==> src/rtl/pattern_gen_check.sv <==
module pattern_gen_check #(
  parameter int W   = 32,
  parameter int TAP = 6
) (
  input  logic         clk,
  input  logic         rst,
  input  logic [3:0]   mode,
  input  logic [W-1:0] user_data,
  output logic [W-1:0] tx_data,
  input  logic         rx_valid,
  input  logic [W-1:0] rx_data,
  input  logic         err_clr,
  output logic         err,
  output logic         locked
);
  localparam int ORD = (TAP == 5)  ? 9  :
                       (TAP == 6)  ? 7  :
                       (TAP == 14) ? 15 :
                       (TAP == 18) ? 23 : 31;
  localparam logic [3:0] M_PRBS = 4'b0001;
  localparam logic [3:0] M_RAMP = 4'b0010;

  initial begin
    assert (TAP == 5 || TAP == 6 || TAP == 14 || TAP == 18 || TAP == 28)
      else $error("TAP must be one of 5, 6, 14, 18, 28");
    assert (W >= ORD) else $error("W must be at least the polynomial order");
  end

  function automatic logic [ORD-1:0] lfsr_adv(input logic [ORD-1:0] s);
    logic [ORD-1:0] t;
    t = s;
    for (int i = 0; i < W; i++) t = {t[ORD-2:0], t[ORD-1] ^ t[TAP-1]};
    return t;
  endfunction

  function automatic logic [W-1:0] lfsr_word(input logic [ORD-1:0] s);
    logic [ORD-1:0] t;
    logic [W-1:0]   w;
    logic           b;
    t = s;
    w = '0;
    for (int i = 0; i < W; i++) begin
      b = t[ORD-1] ^ t[TAP-1];
      w[W-1-i] = b;
      t = {t[ORD-2:0], b};
    end
    return w;
  endfunction

  logic [ORD-1:0] gen_st, chk_st;
  logic [W-1:0]   ramp_cnt, last_rx;
  logic [3:0]     mode_q;

  wire is_prbs  = (mode == M_PRBS);
  wire is_ramp  = (mode == M_RAMP);
  wire mode_chg = (mode != mode_q);
  wire [W-1:0] exp_word = lfsr_word(chk_st);
  wire miss = rx_valid && locked && !mode_chg &&
              ((is_prbs && rx_data != exp_word) ||
               (is_ramp && rx_data != last_rx + 1'b1));

  // transmit side
  always_ff @(posedge clk) begin
    if (rst) begin
      gen_st   <= '1;
      ramp_cnt <= '0;
      tx_data  <= '0;
    end else if (is_prbs) begin
      gen_st  <= lfsr_adv(gen_st);
      tx_data <= lfsr_word(gen_st);
    end else if (is_ramp) begin
      ramp_cnt <= ramp_cnt + 1'b1;
      tx_data  <= ramp_cnt;
    end else begin
      tx_data <= user_data;
    end
  end

  // receive side
  always_ff @(posedge clk) begin
    if (rst) begin
      chk_st  <= '1;
      last_rx <= '0;
      locked  <= 1'b0;
      mode_q  <= '0;
    end else begin
      mode_q <= mode;
      if (mode_chg) begin
        locked <= 1'b0;
      end else if (rx_valid && is_prbs) begin
        if (locked) begin
          chk_st <= lfsr_adv(chk_st);
        end else if (rx_data[ORD-1:0] != '0) begin
          chk_st <= rx_data[ORD-1:0];
          locked <= 1'b1;
        end
      end else if (rx_valid && is_ramp) begin
        last_rx <= rx_data;
        locked  <= 1'b1;
      end
    end
  end

  always_ff @(posedge clk) begin
    if (rst)          err <= 1'b0;
    else if (err_clr) err <= 1'b0;
    else if (miss)    err <= 1'b1;
  end

  assert_pass_through_R1: assert property (@(posedge clk) disable iff (rst)
    (mode != M_PRBS && mode != M_RAMP) |=> tx_data == $past(user_data));

  assert_gen_nonzero_R3: assert property (@(posedge clk) disable iff (rst)
    gen_st != '0);

  assert_ramp_step_R4: assert property (@(posedge clk) disable iff (rst)
    (!$past(rst) && $past(mode) == M_RAMP && is_ramp) |=> tx_data == $past(tx_data) + 1'b1);

  assert_idle_no_err_R5: assert property (@(posedge clk) disable iff (rst)
    !rx_valid |=> !$rose(err));

  assert_zero_seed_R8: assert property (@(posedge clk) disable iff (rst)
    (rx_valid && is_prbs && !locked && rx_data[ORD-1:0] == '0) |=> !locked);

  assert_err_hold_R10: assert property (@(posedge clk) disable iff (rst)
    (err && !err_clr) |=> err);

  assert_err_clear_R10: assert property (@(posedge clk) disable iff (rst)
    err_clr |=> !err);

  assert_mode_unlock_R11: assert property (@(posedge clk) disable iff (rst)
    (!$past(rst) && mode != $past(mode)) |=> !locked);
endmodule

==> config.mk <==
export PLATFORM = sky130hd
export DESIGN_NAME = pattern_gen_check
export DESIGN_NICKNAME = d
export VERILOG_FILES = /design/src/rtl/pattern_gen_check.sv
export SDC_FILE = /design/constraint.sdc
export NUM_CORES = 1
export LEC_CHECK = 0
export BUFFER_PORTS_ARGS = -buffer_cell sky130_fd_sc_hd__buf_2
export CORE_MARGIN = 5
export CORE_UTILIZATION = 32
export DETAILED_ROUTE_END_ITERATION = 12
export PLACE_DENSITY = 0.6
export SLEW_MARGIN = 20
export SYNTH_ARGS = -nofsm -noshare
export SYNTH_HDL_FRONTEND = slang
export SYNTH_SLANG_ARGS = --single-unit
==> constraint.sdc <==
create_clock -name clk -period 3.4 [get_ports clk]
set_input_delay 0.68 -clock clk [delete_from_list [all_inputs] [get_ports clk]]
set_output_delay 0.68 -clock clk [all_outputs]
set_load 0.05 [all_outputs]
==> results_dict.tcl, run 1 <==
set metrics [dict create \
    yosysWarnings 0 \
    final_common_cell "nand2_1" \
    ant_nets 0 \
    synth_flop_cell "dfxtp_1" \
    synthTopCellsByArea "dfxtp_1 34%, xor2_1 10%, xnor2_1 9.4%" \
    fp-row-count 53 \
    cts_tree "yes" \
    floorplan.die_area_um2 24310 \
    clkSinkCount 116 \
    ys_seq_area_share_pct 34.08 \
    wirelength_mm 19.70 \
    avgRoutedWirePerCell_um 16.04 \
    grt_pass1_wl_mm 31.86 \
    synth_edf_count 0 \
    finalSetupTns_ns 0 \
    via_per_inst 5.037 \
    port_buffers 105 \
    cp.arrival_ns 2.88 \
    timing.hold.ws_ns 0.4671 \
    grt_start_max_net_pins 67 \
    critical_path.startpoint_type "register" \
    worst-slew-pin-transition_ns 0.6999 \
    start_util_pct 32.41 \
    async_flop_share_pct 0 \
    multiInputGateArea_um2 4183 \
    final_cell_mix "165 x nand2_1, 116 x dfxtp_1, 104 x buf_2, 89 x nor2_1, 81 x xor2_1" \
    area_growth_syn_to_layout_pct 19.00 \
    fin_skew_ns 0.009461 \
    drive_gt1_share_pct 16.68 \
    syn_inst 868 \
    syn_nets 942 \
    final-hold-violation-count 0 \
    drc 0 \
    relSlewSlack_pct 53.18 \
    synth_area_um2 6814 \
    min_period_ns 2.599 \
    cap_violations 0 \
    cts_resized 0 \
    cts-root-buf "clkbuf_16" \
    antenna_found_initial 0 \
    clock.fmax_mhz 384.8 \
    ys_seq_elements 116 \
    hp-class "register to register" \
    drtIter0Drc 427 \
    grt.total_usage_pct 16.34 \
    first_global_vias 5911 \
    fin_util_pct 38.58 \
    fin_nets 1015 \
    cts_hold_buf 0 \
    vdd.ir_drop.worst_uv 297.9 \
    die_h_um 155.9 \
    p_leak_nw 3.118 \
    status "finished, final reports clean" \
    end_kind "register" \
    grt-ovfl-total 0 \
    clkTransAtPathRegs_ns 0.05 \
    core-area_um2 21020 \
    cts_buffers 17 \
    syn_area_per_cell_um2 7.850 \
    register_area_um2 2322 \
    crit_fanout 8 \
    power.density_nw_per_um2 459.0 \
    gp_congestion 0.8480 \
    clock_latency_ns 0.42 \
    yosysTopAreaCell "dfxtp_1" \
    synth_top_area_share_pct 34.08 \
    insertedDiodeCount 0 \
    setup_viol_count_final 0 \
    slew_violations 0 \
    critPathRequiredTime_ns 3.69 \
    rsz0062_at_grt "no" \
    drt_pass1_iterations 5 \
    worstSetupPathType "register to register" \
    htreeDepth 4 \
    die_w_um 155.9 \
    filler_cell_count 2148 \
    clock_path_buffers 2 \
    synth.distinct_cells 61 \
    dpl.hpwl_mm 14.38 \
    ios 106 \
    post_cts_buffers 0 \
    min_period_over_period_pct 76.43 \
    vias 6186 \
]
-- registers in the layout, indices dropped and copies added, names as in the netlist --
register / count
locked: 1
gen_st: 7
last_rx: 32
mode_q: 4
chk_st: 7
err: 1
ramp_cnt: 32
tx_data: 32
-- metrics by stage --
stage	total power, mW	setup WS (ns)	std cells	instance area, um^2
floorplan	1.715	1.002	868	6814
global route	3.850	0.5494	1228	8109
global placement	1.865	0.5767	1197	7502
CTS	3.751	0.7949	1228	8109
detailed placement	1.863	0.5704	1197	7502
finish	3.722	0.8014	1228	8109
-- critical path, cell delays in order (launching register included) --
cell and delay, ns:
dfxtp_1 0.40, ha_1 0.22, and3_1 0.34, and3_2 0.26, and4_1 0.22, mux2_1 0.15
nand2_1 0.04, or4_1 0.51, nor4_1 0.22, o21ai_1 0.10
-- layer usage --
| metal | GRT usage [%] | routed length, um |
|---|---|---|
| met1 | 21.72 | 9142 |
| met4 | 4.877 | 289 |
| met5 | 0 | 0 |
| met3 | 4.411 | 1213 |
| met2 | 26.03 | 9054 |
-- Yosys cell counts (3+ instances only) --
cell       instances
o21bai_1           3
inv_1              6
xnor2_1           73
nand4_1           15
and2_1             3
buf_1              4
dfxtp_1          116
o21ai_0           16
nor3_1            15
o2111ai_1          4
nor2b_1            5
buf_2              8
nand3_1           32
nor2_1            89
a211o_1           11
buf_6              4
xor2_1            81
clkbuf_1          43
or3_1              5
mux2i_1            4
a311oi_1          27
and4_1            11
a211oi_1          10
nand2b_1           5
nand2_1          165
and3_1            13
a21oi_1           48
and3_2             4
nor4_1             7
-- path summary, 6_finish.rpt --
| path | startpoint | end | slack, ns | depth (start not counted) |
|---|---|---|---|---|
| worst max-delay path | last_rx[0]$_SDFFE_PP0P_ | err$_SDFFE_PP0P_ | 0.80 | 9 |
| worst max register to register | last_rx[0]$_SDFFE_PP0P_ | err$_SDFFE_PP0P_ | 0.80 | 9 |
| worst min-delay path | last_rx[31]$_SDFFE_PP0P_ | last_rx[31]$_SDFFE_PP0P_ | 0.47 | 2 |
| worst min register to register | last_rx[31]$_SDFFE_PP0P_ | last_rx[31]$_SDFFE_PP0P_ | 0.47 | 2 |
-- cell type report --
class / instances / share of cell area [%]
clock buffer: 21 / 5.555
clock inverter: 10 / 1.929
inverter: 6 / 0.2777
multi-input combinational: 683 / 51.58
sequential: 116 / 28.64
tap: 275 / 4.243
timing repair buffer: 117 / 7.777
-- cells by family (layout without fill, tap and decap cells) --
group / count (synthesis) / count (layout) / share of synthesized area (%)
AO/OA/AOI/OAI: 134 / 134 / 13.22
XOR/XNOR: 155 / 155 / 20.03
adder cells (fa/ha/maj): 2 / 2 / 0.3672
buffers and inverters: 69 / 154 / 4.664
flip-flops: 116 / 116 / 34.08
multiplexers: 6 / 6 / 0.9181
AND/OR/NAND/NOR: 386 / 386 / 26.72
-- power by group --
group	internal [mW]	switching [mW]	leakage [nW]	total (mW)
sequential	1.39	0.0203	0.945	1.41
clock	1.24	0.650	0.297	1.89
combinational	0.144	0.278	1.88	0.422
total	2.77	0.949	3.12	3.72
(Power assumes the default switching activity.)
==> run 2: changes to the inputs <==
Clock period 3.4 ns to 2.64 ns, I/O delays scaled along.
==> results_dict.tcl, run 2 (synthesized netlist as in run 1, its figures left out) <==
set metrics [dict create \
    cts_buffers 17 \
    setup_slack_ns 0.1972 \
    worstSetupPathType "register to register" \
    clkSinkCount 116 \
    cp.arrival_ns 2.74 \
    ant_nets 0 \
    start_util_pct 32.41 \
    min_period_over_period_pct 92.53 \
    critical_path.startpoint_type "register" \
    cts-root-buf "clkbuf_16" \
    grtUsageMet2_pct 27.16 \
    met1_usage_pct 21.90 \
    core-area_um2 21020 \
    fp-row-count 53 \
    ios 106 \
    worstHoldPathCells 3 \
    drive_gt1_share_pct 18.70 \
    floorplan.die_area_um2 24310 \
    hp-class "primary input to register" \
    clock_path_buffers 2 \
    final-hold-violation-count 0 \
    gp_congestion 0.9143 \
    reg2reg_depth 9 \
    grt_pass1_wl_mm 32.33 \
    vias 6263 \
    fin_nets 1029 \
    r2r-start "last_rx[0]$_SDFFE_PP0P_" \
    cts_hold_buf 0 \
    worstHoldStart "user_data[23]" \
    fin_skew_ns 0.01377 \
    use_met3_pct 3.828 \
    status "finished, final reports clean" \
    rsz0062_at_grt "no" \
    drt_pass1_iterations 5 \
    wirelength_mm 20.00 \
    cap_violations 0 \
    die_w_um 155.9 \
    p_total_mw 4.742 \
    die_h_um 155.9 \
    clock_latency_ns 0.42 \
    via_per_inst 5.035 \
    relSlewSlack_pct 47.85 \
    grt.total_usage_pct 16.62 \
    vdd.ir_drop.worst_uv 350.5 \
    grt_busiest_layer "met2" \
    min_period_ns 2.443 \
    first_global_vias 6118 \
    p_leak_nw 3.193 \
    grt-ovfl-total 0 \
    cts_tree "yes" \
    setup_viol_count_final 0 \
    crit_start "last_rx[0]$_SDFFE_PP0P_" \
    drc 0 \
    avgRoutedWirePerCell_um 16.07 \
    register_area_um2 2323 \
    dpl.hpwl_mm 14.76 \
    clkTransAtPathRegs_ns 0.06 \
    reg_top3 "last_rx x32, ramp_cnt x32, tx_data x32" \
    slew_violations 0 \
    worst-slew-pin-transition_ns 0.7766 \
    grt_start_max_net_pins 58 \
    crit_fanout 8 \
    clock.fmax_mhz 409.4 \
    filler_cell_count 2199 \
    critPathRequiredTime_ns 2.93 \
    drtIter0Drc 403 \
    multiInputGateArea_um2 4195 \
    end_kind "register" \
    htreeDepth 4 \
    antenna_found_initial 2 \
    final_common_cell "nand2_1" \
    power.density_nw_per_um2 574.2 \
    final_cell_mix "165 x nand2_1, 115 x dfxtp_1, 104 x buf_2, 89 x nor2_1, 81 x xor2_1" \
    area_growth_syn_to_layout_pct 21.19 \
    port_buffers 105 \
    dp_slack_ns 0.02518 \
]
-- run 2: cell types whose count changed in the layout (fill, tap and decap cells not counted), sizes merged --
cell	change
clkinv	+1
bufinv	-2
diode	+1
inv	+3
buf	+14
clkbuf	-1
-- run 2: critical path, stage by stage (launching register included) --
cell	delay, ns
dfxtp_1	0.35
ha_1	0.25
and3_4	0.22
and3_2	0.22
and4_1	0.22
mux2_1	0.20
nand2_1	0.05
or4_1	0.52
nor4_1	0.20
o21ai_1	0.08
-- run 2: layout make-up --
class                           instances  share of cell area [%]
Multi-Input combinational cell        683                   50.80
Sequential cell                       116                   28.14
Timing Repair Buffer                  131                   9.212
Clock buffer                           20                   5.652
Tap cell                              275                   4.167
Clock inverter                         12                   1.727
Inverter                                6                  0.2727
Antenna cell                            1                 0.03030
-- run 2: timing repair --
action	CTS	global route
gates resized for setup	0	5
endpoints found under the setup margin	0	1
setup buffers	0	0
-- run 2: per-layer routing --
layer,share of wire (%),wire length (um)
met5,0.060,12
met1,46,9174
met3,5.7,1137
met2,47,9361
met4,1.5,309
-- run 2: final timing paths --
| path | end | slack, ns |
|---|---|---|
| worst min-delay path | tx_data[23]$_SDFF_PP0_ | 0.37 |
| worst max-delay path | err$_SDFFE_PP0P_ | 0.20 |
| worst min register to register | last_rx[31]$_SDFFE_PP0P_ | 0.47 |
| worst max register to register | err$_SDFFE_PP0P_ | 0.20 |
-- run 2: power breakdown --
| part | switching, mW | total [mW] | internal [mW] |
|---|---|---|---|
| registers | 0.0243 | 1.82 | 1.79 |
| clock network | 0.895 | 2.37 | 1.48 |
| logic | 0.364 | 0.552 | 0.188 |
| total | 1.28 | 4.74 | 3.46 |
-- run 2: metrics by stage --
step	hold WS (ns)	std cells	util, %	cell area, um^2	TNS [ns]
final	0.3724	1244	39.28	8258	0
after global routing	0.3604	1244	39.28	8258	0
after CTS	0.3547	1243	39.21	8242	0
after detailed placement	0.4673	1211	36.31	7632	0
after global placement	0.4573	1211	36.31	7632	-0.007098
after floorplan	0.4488	868	-	6814	0
==> run 3: changes to the inputs <==
Settings changed: ABC_AREA from default to 1.
==> results_dict.tcl, run 3 <==
set metrics [dict create \
    dpl.hpwl_mm 17.46 \
    slew_violations 0 \
    synth_edf_count 0 \
    power_switching_mw 1.386 \
    ant_nets 0 \
    synth_flop_cell "dfxtp_1" \
    fp-row-count 56 \
    filler_cell_count 2514 \
    htreeDepth 4 \
    setup_viol_count_final 0 \
    p_total_mw 4.809 \
    setup_slack_ns 0.2343 \
    critPathTopFamily "simple AND/OR/NAND/NOR gates" \
    core-area_um2 23330 \
    yosysWarnings 0 \
    reg_top3 "last_rx x32, ramp_cnt x32, tx_data x32" \
    synth.distinct_cells 42 \
    clkPwrFrac_pct 48.7 \
    syn_area_per_cell_um2 6.237 \
    p_comb_share_pct 13.5 \
    clock_path_buffers 2 \
    fin_nets 1381 \
    ys_seq_elements 116 \
    wirelength_mm 22.70 \
    rsz0062_at_grt "no" \
    gp_congestion 0.8713 \
    route.met3.wl_mm 1.091 \
    worstSetupPathType "register to register" \
    insertedDiodeCount 0 \
    crit_fanout 6 \
    drive_gt1_share_pct 14.39 \
    port_buffers 105 \
    end_kind "register" \
    synthTopCellsByArea "dfxtp_1 31%, nand2_1 18%, inv_1 8.1%" \
    fin_cells 1639 \
    yosys.cell_count.top_type "nand2_1" \
    finalSetupTns_ns 0 \
    power.density_nw_per_um2 532.1 \
    vias 7831 \
    via_per_inst 4.778 \
    dp_slack_ns 0.1665 \
    drtIter0Drc 544 \
    avgRoutedWirePerCell_um 13.85 \
    min_period_ns 2.406 \
    critPathRequiredTime_ns 2.96 \
    synth_common_cells "355 x nand2_1, 163 x inv_1, 116 x dfxtp_1" \
    critical_path.startpoint_type "register" \
    switching_share_pct 28.82 \
    die_w_um 163.3 \
    clock.fmax_mhz 415.7 \
    cp.arrival_ns 2.73 \
    start_util_pct 32.21 \
    final_common_cell "nand2_1" \
    critPathSlowestCell "dfxtp_1" \
    antenna_found_initial 0 \
    relSlewSlack_pct 62.64 \
    area_growth_syn_to_layout_pct 20.24 \
    hp-class "primary input to register" \
    cts_hold_buf 0 \
    cts_tree "yes" \
    final_cell_mix "355 x nand2_1, 162 x inv_1, 116 x dfxtp_1, 105 x buf_2, 100 x nor2_1" \
    grt-ovfl-total 0 \
    cp_num_buf_inv 0 \
    cts_buffers 17 \
    floorplan.die_area_um2 26650 \
    synth_area_um2 7516 \
    grt_pass1_wl_mm 36.99 \
    top_layer "met4" \
    clkSinkCount 116 \
    status "finished, final reports clean" \
    cap_violations 0 \
    drc 0 \
    ios 106 \
    final-hold-violation-count 0 \
    vdd.ir_drop.worst_uv 373.2 \
    p_seq_share_pct 37.9 \
    async_flop_share_pct 0 \
    ys_seq_area_share_pct 30.90 \
    cp_cell_sequence "nand2_1, nor2_1, nand2_1, nor2_1, xor2_1, nand2_1, nor2_1, nand2_1, nor2_1, nand4_1, nand2_1, nand2_1, nand2_1, a21oi_1" \
    cts-root-buf "clkbuf_16" \
    grt.total_usage_pct 17.24 \
    fin_skew_ns 0.009663 \
    clock_latency_ns 0.43 \
    drt-met1-wl_mm 10.47 \
    drt_pass1_iterations 5 \
    clkTransAtPathRegs_ns 0.06 \
    worst-slew-pin-transition_ns 0.5564 \
    die_h_um 163.3 \
    cp_common_cell "nand2_1" \
    dp.cells 1607 \
    p_leak_nw 4.093 \
    first_global_vias 7493 \
    syn_nets 1279 \
    p_int_mw 3.423 \
    post-route-cell-area_um2 9037 \
    yosysTopAreaCell "dfxtp_1" \
    wl_met2_mm 10.58 \
    syn_inst 1205 \
    min_period_over_period_pct 91.12 \
    synth_top_area_share_pct 30.90 \
    grt_start_max_net_pins 65 \
    max_stage_delay_ns 0.44 \
    place_area_um2 8414 \
]
-- run 3: worst min-delay path: cells and delay by family --
family                 cells  cell delay, ns
and+or+nand+nor            1            0.03
buffers and inverters      2            0.18
-- run 3: cell families (layout without fill, tap and decap cells) --
kind of cell | count (synthesis) | after routing | share of synthesized area [%]
xor gates and xnor gates | 72 | 72 | 8.390
AOI/OAI and AO/OA | 223 | 223 | 16.23
buffers and inverters | 204 | 319 | 10.35
and+or+nand+nor | 588 | 588 | 33.79
DFF | 116 | 116 | 30.90
adders and majority gates | 2 | 2 | 0.3329
-- run 3: final timing paths --
check                                         startpoint                       end  slack (ns)  cells after the start
worst max-delay path             last_rx[4]$_SDFFE_PP0P_          err$_SDFFE_PP0P_        0.23                     14
worst min-delay path                             mode[2]      mode_q[2]$_SDFF_PP0_        0.36                      3
worst max register to register   last_rx[4]$_SDFFE_PP0P_          err$_SDFFE_PP0P_        0.23                     14
worst min register to register  last_rx[31]$_SDFFE_PP0P_  last_rx[31]$_SDFFE_PP0P_        0.47                      2
-- run 3: power groups by stage --
| stage | Clock [mW] | Sequential, mW | Combinational [mW] |
|---|---|---|---|
| final | 2.34 | 1.82 | 0.648 |
| after global placement | 0 | 1.86 | 0.645 |
| after CTS | 2.38 | 1.82 | 0.650 |
| after floorplan | 0 | 1.99 | 0.294 |
| after detailed placement | 0 | 1.86 | 0.646 |
| after global routing | 2.48 | 1.82 | 0.709 |
-- run 3: what timing repair did --
action / CTS / global route
endpoints found under the setup margin: 0 / 1
resized for setup: 0 / 6
setup buffers: 0 / 0
-- run 3: layout make-up --
cell class | count | area [um^2] | area share, %
Clock buffer | 18 | 439.2 | 4.859
Clock inverter | 14 | 153.9 | 1.703
Inverter | 165 | 619.3 | 6.853
Multi-Input combinational cell | 885 | 4451 | 49.25
Sequential cell | 116 | 2322 | 25.70
Tap cell | 319 | 399.1 | 4.416
Timing Repair Buffer | 122 | 653.1 | 7.227
-- run 3: metrics by stage --
step           utilization [%]  hold WS (ns)
6_report                 38.73        0.3562
5_1_grt                  38.73        0.3571
4_1_cts                  38.60        0.3399
3_5_place_dp             36.06        0.4602
3_3_place_gp             36.06        0.4576
2_1_floorplan                -        0.4411
-- run 3: layer usage --
layer	global-route usage, %	vias up
met1	22.00	3535
met3	3.735	45
met5	0	-
met4	5.947	0
li1	-	4050
met2	28.85	201
